`config.mk`:
```
export PLATFORM = sky130hd
export DESIGN_NAME = branch_resolver
export DESIGN_NICKNAME = d
export VERILOG_FILES = /design/src/rtl/br_pkg.sv /design/src/rtl/br_control.sv /design/src/rtl/br_retstack.sv /design/src/rtl/br_datapath.sv /design/src/rtl/branch_resolver.sv
export SDC_FILE = /design/constraint.sdc
export NUM_CORES = 1
export LEC_CHECK = 0
export CORE_MARGIN = 2
export CORE_UTILIZATION = 50
export DETAILED_ROUTE_END_ITERATION = 7
export GPL_TIMING_DRIVEN = 0
export PLACE_DENSITY_LB_ADDON = 0.25
export SKIP_CTS_REPAIR_TIMING = 1
export SYNTH_ARGS = -nofsm -noshare
export SYNTH_HDL_FRONTEND = slang
export SYNTH_SLANG_ARGS = --single-unit
```
`constraint.sdc`:
```
create_clock -name clk -period 11.6 [get_ports clk]
set_clock_uncertainty 0.05 [all_clocks]
set_input_delay 2.32 -clock clk [delete_from_list [all_inputs] [get_ports clk]]
set_output_delay 2.32 -clock clk [all_outputs]
set_load 0.03 [all_outputs]
```
`src/rtl/br_pkg.sv`:
```
package br_pkg;
  localparam int OFF_W = 16;
  localparam int IMM_W = 32;
  localparam int OPC_W = 4;

  localparam logic [OPC_W-1:0] OP_JUMP  = 4'h0;
  localparam logic [OPC_W-1:0] OP_EQ    = 4'h1;
  localparam logic [OPC_W-1:0] OP_UGT   = 4'h2;
  localparam logic [OPC_W-1:0] OP_UGE   = 4'h3;
  localparam logic [OPC_W-1:0] OP_BTEST = 4'h4;
  localparam logic [OPC_W-1:0] OP_NE    = 4'h5;
  localparam logic [OPC_W-1:0] OP_SGT   = 4'h6;
  localparam logic [OPC_W-1:0] OP_SGE   = 4'h7;
  localparam logic [OPC_W-1:0] OP_CALL  = 4'h8;
  localparam logic [OPC_W-1:0] OP_EXIT  = 4'h9;
  localparam logic [OPC_W-1:0] OP_ULT   = 4'ha;
  localparam logic [OPC_W-1:0] OP_ULE   = 4'hb;
  localparam logic [OPC_W-1:0] OP_SLT   = 4'hc;
  localparam logic [OPC_W-1:0] OP_SLE   = 4'hd;

  typedef enum logic [2:0] {
    CK_EQ, CK_NE, CK_SET, CK_GT, CK_GE, CK_LT, CK_LE
  } cmp_kind_e;

  typedef struct packed {
    logic      condJump;
    logic      jumpAlways;
    logic      dispFromImm;
    logic      pushRet;
    logic      exitReq;
    logic      helperReq;
    logic      helperKind;
    logic      illegal;
    cmp_kind_e cmpKind;
    logic      cmpSigned;
    logic      useReg;
    logic      wide;
  } br_strobe_t;
endpackage

```
`src/rtl/br_control.sv`:
```
module br_control
  import br_pkg::*;
(
  input  logic             instValid,
  input  logic [OPC_W-1:0] opCode,
  input  logic [1:0]       srcSel,
  input  logic             is64,
  output br_strobe_t       strobes
);
  always_comb begin
    strobes        = '0;
    strobes.useReg = srcSel[0];
    strobes.wide   = is64;
    if (instValid) begin
      case (opCode)
        OP_JUMP: begin
          strobes.jumpAlways  = 1'b1;
          strobes.dispFromImm = !is64;
        end
        OP_EQ:    begin strobes.condJump = 1'b1; strobes.cmpKind = CK_EQ;  end
        OP_NE:    begin strobes.condJump = 1'b1; strobes.cmpKind = CK_NE;  end
        OP_BTEST: begin strobes.condJump = 1'b1; strobes.cmpKind = CK_SET; end
        OP_UGT:   begin strobes.condJump = 1'b1; strobes.cmpKind = CK_GT;  end
        OP_UGE:   begin strobes.condJump = 1'b1; strobes.cmpKind = CK_GE;  end
        OP_ULT:   begin strobes.condJump = 1'b1; strobes.cmpKind = CK_LT;  end
        OP_ULE:   begin strobes.condJump = 1'b1; strobes.cmpKind = CK_LE;  end
        OP_SGT: begin
          strobes.condJump = 1'b1; strobes.cmpKind = CK_GT; strobes.cmpSigned = 1'b1;
        end
        OP_SGE: begin
          strobes.condJump = 1'b1; strobes.cmpKind = CK_GE; strobes.cmpSigned = 1'b1;
        end
        OP_SLT: begin
          strobes.condJump = 1'b1; strobes.cmpKind = CK_LT; strobes.cmpSigned = 1'b1;
        end
        OP_SLE: begin
          strobes.condJump = 1'b1; strobes.cmpKind = CK_LE; strobes.cmpSigned = 1'b1;
        end
        OP_CALL: begin
          if (!is64) strobes.illegal = 1'b1;
          else begin
            case (srcSel)
              2'd0: begin strobes.helperReq = 1'b1; strobes.helperKind = 1'b0; end
              2'd2: begin strobes.helperReq = 1'b1; strobes.helperKind = 1'b1; end
              2'd1: begin
                strobes.pushRet     = 1'b1;
                strobes.jumpAlways  = 1'b1;
                strobes.dispFromImm = 1'b1;
              end
              default: strobes.illegal = 1'b1;
            endcase
          end
        end
        OP_EXIT: begin
          if (is64) strobes.exitReq = 1'b1;
          else      strobes.illegal = 1'b1;
        end
        default: strobes.illegal = 1'b1;
      endcase
    end
  end
endmodule

```
`src/rtl/br_retstack.sv`:
```
module br_retstack #(
  parameter int PC_W     = 32,
  parameter int RS_DEPTH = 8
) (
  input  logic            clk,
  input  logic            rstN,
  input  logic            pushEn,
  input  logic [PC_W-1:0] pushVal,
  input  logic            popEn,
  output logic [PC_W-1:0] topVal,
  output logic            empty,
  output logic            full
);
  localparam int CNT_W = $clog2(RS_DEPTH + 1);
  localparam int IDX_W = (RS_DEPTH > 1) ? $clog2(RS_DEPTH) : 1;

  logic [PC_W-1:0]  slots [RS_DEPTH];
  logic [CNT_W-1:0] count;
  logic [IDX_W-1:0] topIdx;
  logic [IDX_W-1:0] wrIdx;

  assign topIdx = IDX_W'(count - 1'b1);
  assign wrIdx  = IDX_W'(count);
  assign empty  = (count == '0);
  assign full   = (count == CNT_W'(RS_DEPTH));
  assign topVal = slots[topIdx];

  always_ff @(posedge clk or negedge rstN) begin
    if (!rstN)                count <= '0;
    else if (pushEn && !full) count <= count + 1'b1;
    else if (popEn && !empty) count <= count - 1'b1;
  end

  always_ff @(posedge clk) begin
    if (pushEn && !full) slots[wrIdx] <= pushVal;
  end
endmodule

```
`src/rtl/br_datapath.sv`:
```
module br_datapath
  import br_pkg::*;
#(
  parameter int DATA_W   = 64,
  parameter int PC_W     = 32,
  parameter int RS_DEPTH = 8
) (
  input  logic              clk,
  input  logic              rstN,
  input  br_strobe_t        strobes,
  input  logic [PC_W-1:0]   pc,
  input  logic [DATA_W-1:0] dstVal,
  input  logic [DATA_W-1:0] srcVal,
  input  logic [OFF_W-1:0]  offVal,
  input  logic [IMM_W-1:0]  immVal,
  output logic [PC_W-1:0]   nextPc,
  output logic              taken,
  output logic              helperReq,
  output logic              helperKind,
  output logic              progExit,
  output logic              stackErr,
  output logic              illegalOp
);
  localparam int NARROW_W = DATA_W / 2;

  logic [DATA_W-1:0] rhsRaw, lhsCmp, rhsCmp;
  logic [DATA_W-1:0] lhsNarU, lhsNarS, rhsNarU, rhsNarS, immWide;
  logic              isEq, isLt, anyBit, cmpHold;
  logic [PC_W-1:0]   seqPc, disp, branchPc, topVal;
  logic              stkEmpty, stkFull, pushEn, popEn;

  // operand selection and class narrowing
  assign immWide = DATA_W'($signed(immVal));
  assign rhsRaw  = strobes.useReg ? srcVal : immWide;
  assign lhsNarU = DATA_W'(dstVal[NARROW_W-1:0]);
  assign lhsNarS = DATA_W'($signed(dstVal[NARROW_W-1:0]));
  assign rhsNarU = DATA_W'(rhsRaw[NARROW_W-1:0]);
  assign rhsNarS = DATA_W'($signed(rhsRaw[NARROW_W-1:0]));

  always_comb begin
    if (strobes.wide) begin
      lhsCmp = dstVal;
      rhsCmp = rhsRaw;
    end else if (strobes.cmpSigned) begin
      lhsCmp = lhsNarS;
      rhsCmp = rhsNarS;
    end else begin
      lhsCmp = lhsNarU;
      rhsCmp = rhsNarU;
    end
  end

  assign isEq   = (lhsCmp == rhsCmp);
  assign isLt   = strobes.cmpSigned ? ($signed(lhsCmp) < $signed(rhsCmp)) : (lhsCmp < rhsCmp);
  assign anyBit = |(lhsCmp & rhsCmp);

  always_comb begin
    case (strobes.cmpKind)
      CK_EQ:   cmpHold = isEq;
      CK_NE:   cmpHold = !isEq;
      CK_SET:  cmpHold = anyBit;
      CK_GT:   cmpHold = !isLt && !isEq;
      CK_GE:   cmpHold = !isLt;
      CK_LT:   cmpHold = isLt;
      CK_LE:   cmpHold = isLt || isEq;
      default: cmpHold = 1'b0;
    endcase
  end

  // target arithmetic
  assign seqPc    = pc + PC_W'(1);
  assign disp     = strobes.dispFromImm ? PC_W'($signed(immVal)) : PC_W'($signed(offVal));
  assign branchPc = seqPc + disp;

  // return stack control
  assign pushEn   = strobes.pushRet && !stkFull;
  assign popEn    = strobes.exitReq && !stkEmpty;
  assign stackErr = strobes.pushRet && stkFull;
  assign progExit = strobes.exitReq && stkEmpty;

  br_retstack #(.PC_W(PC_W), .RS_DEPTH(RS_DEPTH)) u_retstack (
    .clk    (clk),
    .rstN   (rstN),
    .pushEn (pushEn),
    .pushVal(seqPc),
    .popEn  (popEn),
    .topVal (topVal),
    .empty  (stkEmpty),
    .full   (stkFull)
  );

  logic branchGo;
  assign branchGo = (strobes.condJump && cmpHold) || strobes.jumpAlways;
  assign taken    = branchGo || popEn;

  always_comb begin
    if (popEn)         nextPc = topVal;
    else if (branchGo) nextPc = branchPc;
    else               nextPc = seqPc;
  end

  assign helperReq  = strobes.helperReq;
  assign helperKind = strobes.helperReq && strobes.helperKind;
  assign illegalOp  = strobes.illegal;
endmodule

```
`src/rtl/branch_resolver.sv`:
```
module branch_resolver
  import br_pkg::*;
#(
  parameter int DATA_W   = 64,
  parameter int PC_W     = 32,
  parameter int RS_DEPTH = 8
) (
  input  logic              clk,
  input  logic              rstN,
  input  logic              instValid,
  input  logic [PC_W-1:0]   pc,
  input  logic [3:0]        opCode,
  input  logic [1:0]        srcSel,
  input  logic              is64,
  input  logic [DATA_W-1:0] dstVal,
  input  logic [DATA_W-1:0] srcVal,
  input  logic [15:0]       offVal,
  input  logic [31:0]       immVal,
  output logic [PC_W-1:0]   nextPc,
  output logic              taken,
  output logic              helperReq,
  output logic              helperKind,
  output logic              progExit,
  output logic              stackErr,
  output logic              illegalOp
);
  br_strobe_t strobes;

  br_control u_control (
    .instValid(instValid),
    .opCode   (opCode),
    .srcSel   (srcSel),
    .is64     (is64),
    .strobes  (strobes)
  );

  br_datapath #(.DATA_W(DATA_W), .PC_W(PC_W), .RS_DEPTH(RS_DEPTH)) u_datapath (
    .clk       (clk),
    .rstN      (rstN),
    .strobes   (strobes),
    .pc        (pc),
    .dstVal    (dstVal),
    .srcVal    (srcVal),
    .offVal    (offVal),
    .immVal    (immVal),
    .nextPc    (nextPc),
    .taken     (taken),
    .helperReq (helperReq),
    .helperKind(helperKind),
    .progExit  (progExit),
    .stackErr  (stackErr),
    .illegalOp (illegalOp)
  );
endmodule

```
==> impl_metrics.yaml <==
worst_hold_path:
  hold_path.class: "reg -> reg"
  hold_path_startpoint: "u_datapath.u_retstack.count[3]$_DFFE_PN0P_"
  holdPathEnd: "u_datapath.u_retstack.count[3]$_DFFE_PN0P_"
  holdPathStages: 1
clock_tree:
  clk_latency_ps: 540
  cts_root_buf: "clkbuf_16"
  clockBufferDepth: 3
  clk_pin_slew_ps: 60
  cts_buffers: 27
  cts_tree: "yes"
  clock_sinks: 260
  htree_num_levels: 1
synthesis:
  netlist_area_sq_um: 16520
  synthArstFlopShare: 0.01538
  yosysSeqAreaShare: 0.4714
  synth-edff-count: 256
  ys_ff_latch: 260
  syn_inst: 1375
  syn_nets: 1756
  synth_top_area_frac: 0.4654
  syn_avg_cell_area_sq_um: 12.01
  post_synth_num_cell_types: 69
  yosysTopAreaCell: "edfxtp_1"
  yosys_warnings: 0
  synthTopCellsByArea: "edfxtp_1, ha_1, mux4_2"
  ys.flop_type: "edfxtp_1"
run_status:
  status: "completed"
place:
  place.gp.congestion: 0.9517
  portBuffers: 251
  dp_cells: 2093
  placed_cell_area_sq_um: 19950
  dp_hpwl_mm: 39.99
final_layout:
  nets: 2061
  finish.instance_area_sq_um: 20940
  instances_no_fill: 2142
  layout-drive-gt1-share: 0.1006
  antennaDiodeCount: 0
  synthToLayoutAreaGrowth_pct: 26.77
floorplan:
  dieWidth_microns: 185.8
  die_area_sq_um: 34510
  ios: 256
  die_h_microns: 185.8
  rows: 66
  start_util: 0.5077
  core_area_sq_um: 32540
setup_path:
  startpoint_type: "input port"
  reg2regPathDepth: 11
  r2r_slack_ps: 7430
  path_cells: "clkdlybuf4s50_1 -> xor2_1 -> and3_1 -> and3b_1 -> clkbuf_1 -> clkbuf_1 -> a21o_1 -> ha_1 -> nor4_1 -> nand4_1 -> or4b_4 -> nor4_4 -> nand3_2 -> o211a_1 -> or3_1 -> a31o_1 -> buf_6 -> clkbuf_1 -> o221ai_1 -> clkdlybuf4s50_1"
  slowest_stage: "clkdlybuf4s50_1"
  cp_max_fo: 10
  slowest_delay_ps: 760
  crit_path_end_kind: "output pin"
  cpMostUsedCell: "clkbuf_1"
  path_buf_inv: 6
  worstReg2RegStart: "u_datapath.u_retstack.count[0]$_DFFE_PN0P_"
  critPathKind: "in -> out"
  critPathArrivalTime_ps: 8900
  cp_top_family: "simple AND/OR/NAND/NOR gates"
  rr_endpoint: "u_datapath.u_retstack.slots[3][19]$_DFFE_PP_"
  required_ps: 9230
grt:
  antenna_found_initial: 3
  grt_pass1_wl_mm: 75.25
  grt_max_degree: 25
  grt_pass1_vias: 12894
  track_usage: 0.2948
  grt_overflow_total: 0
timing:
  hold_viol_final: 0
  tightest_slew_ps: 1236
  slew_headroom: 0.1700
  grt_setup_unrepaired: "no"
  setup_tns_ps: 0
  post-route-period-util: 0.9719
  finalCriticalPeriod_ps: 11270
  drv_slew: 0
  setup_viol: 0
  fmax_mhz: 88.70
routing:
  wl_per_cell_microns: 23.70
  drtIter0Drc: 1256
  finalWirelength_mm: 50.77
  drtAntennaViolNets: 0
  drc: 0
  vias: 12789
  via_per_inst: 5.971
  dr.pass1.iters: 6
power_and_ir_drop:
  power_density_nw_per_um2: 148.3
  vdd_drop_max_mv: 0.1172
  p_leak_nw: 8.274
job:
  cap_violations: 0
routing by layer:
layer / vias to the layer above / wire [microns] / GRT usage
met3: 95 / 3880 / 0.04285
met2: 642 / 24550 / 0.4975
met4: 6 / 1643 / 0.09890
met5: - / 42 / 0
li1: 5807 / - / -
met1: 6239 / 20650 / 0.3913
worst max path at each step:
stage                     startpoint          to  slack (ps)  cells after the start
after floorplan            opCode[3]  nextPc[31]        1770                     20
after global placement     opCode[1]  nextPc[31]        -500                     21
after detailed placement   opCode[1]  nextPc[31]        -550                     21
after CTS                  opCode[1]  nextPc[31]        -560                     21
after global routing       opCode[1]  nextPc[28]          30                     20
final                      opCode[1]   nextPc[0]         330                     20
metrics by stage:
| step | hold slack (ps) | power, W | setup WS, ps | utilization |
|---|---|---|---|---|
| 3_3_place_gp | 465.0 | 0.002161 | -501.1 | 0.6019 |
| 6_report | 484.6 | 0.003104 | 326.3 | 0.6436 |
| 2_1_floorplan | 438.4 | 0.001793 | 1774 | - |
| 4_1_cts | 477.6 | 0.003104 | -561.0 | 0.6423 |
| 5_1_grt | 492.3 | 0.003219 | 29.01 | 0.6436 |
| 3_5_place_dp | 466.0 | 0.002189 | -550.7 | 0.6131 |
worst register-to-register path, stage by stage, from the launching register on:
cell	delay [ps]
dfrtp_1	360
clkbuf_1	390
clkbuf_1	580
inv_1	110
ha_1	310
nand3b_1	170
and3_1	260
nand2_1	230
nor3_2	830
buf_8	240
buf_6	190
buf_8	170
power breakdown:
group / switching [W] / leakage, nW / internal, W
clock: 0.000361 / 0.461 / 0.000564
combinational: 0.000650 / 5.46 / 0.000484
sequential: 0.00000541 / 2.35 / 0.00104
total: 0.00102 / 8.27 / 0.00209
cells in the final DEF, fill, tap and decap left out, types with 19 or more instances in the layout:
cell type	count
edfxtp_1	256
clkdlybuf4s50_1	250
ha_1	162
nand2_1	153
inv_1	91
a21o_1	67
mux4_2	64
a21oi_1	58
clkbuf_1	49
xnor2_1	44
nor2_1	41
nand3_1	40
o21a_1	38
mux2i_1	38
clkbuf_16	27
nor4_1	23
o21ai_0	21
nand4_1	19
kinds of logic (layout without fill, tap and decap cells):
family | after synthesis | after routing | synth area share
AOI/OAI and AO/OA | 276 | 276 | 0.1183
adders and majority gates | 163 | 163 | 0.1239
muxes | 105 | 105 | 0.1123
and+or+nand+nor | 356 | 356 | 0.1042
xor gates and xnor gates | 62 | 62 | 0.03287
DFF | 260 | 260 | 0.4714
buffers and inverters | 153 | 478 | 0.03689
cell usage after synthesis (4+ instances only):
cell type	n
edfxtp_1	256
ha_1	162
nand2_1	153
inv_1	91
a21o_1	67
mux4_2	64
a21oi_1	59
clkbuf_1	46
xnor2_1	45
nor2_1	43
nand3_1	40
mux2i_1	38
o21a_1	38
nor4_1	25
o21ai_0	21
nand4_1	19
nor3_1	18
xor2_1	17
o221a_1	14
nor2b_1	12
and3_1	11
buf_1	11
and2_1	9
o22ai_1	9
a211oi_1	8
o31ai_1	8
nand2b_1	7
o211ai_1	7
o21bai_1	7
a221oi_1	4
a31oi_1	4
buf_6	4
dfrtp_1	4
o221a_2	4
area by class of cell:
cell class	instances	area [sq um]
Fill cell	2526	11600
Multi-Input combinational cell	962	8204
Sequential cell	260	7787
Timing Repair Buffer	276	2830
Clock buffer	32	694.4
Tap cell	442	553.0
Inverter	92	350.3
Buffer	61	264.0
Clock inverter	17	256.5
state kept, by name, summed over array words and instances, names as in the netlist:
name                         flops
u_datapath.u_retstack.count      4
u_datapath.u_retstack.slots    256
No activity file was read; power rests on OpenSTA's default activity.
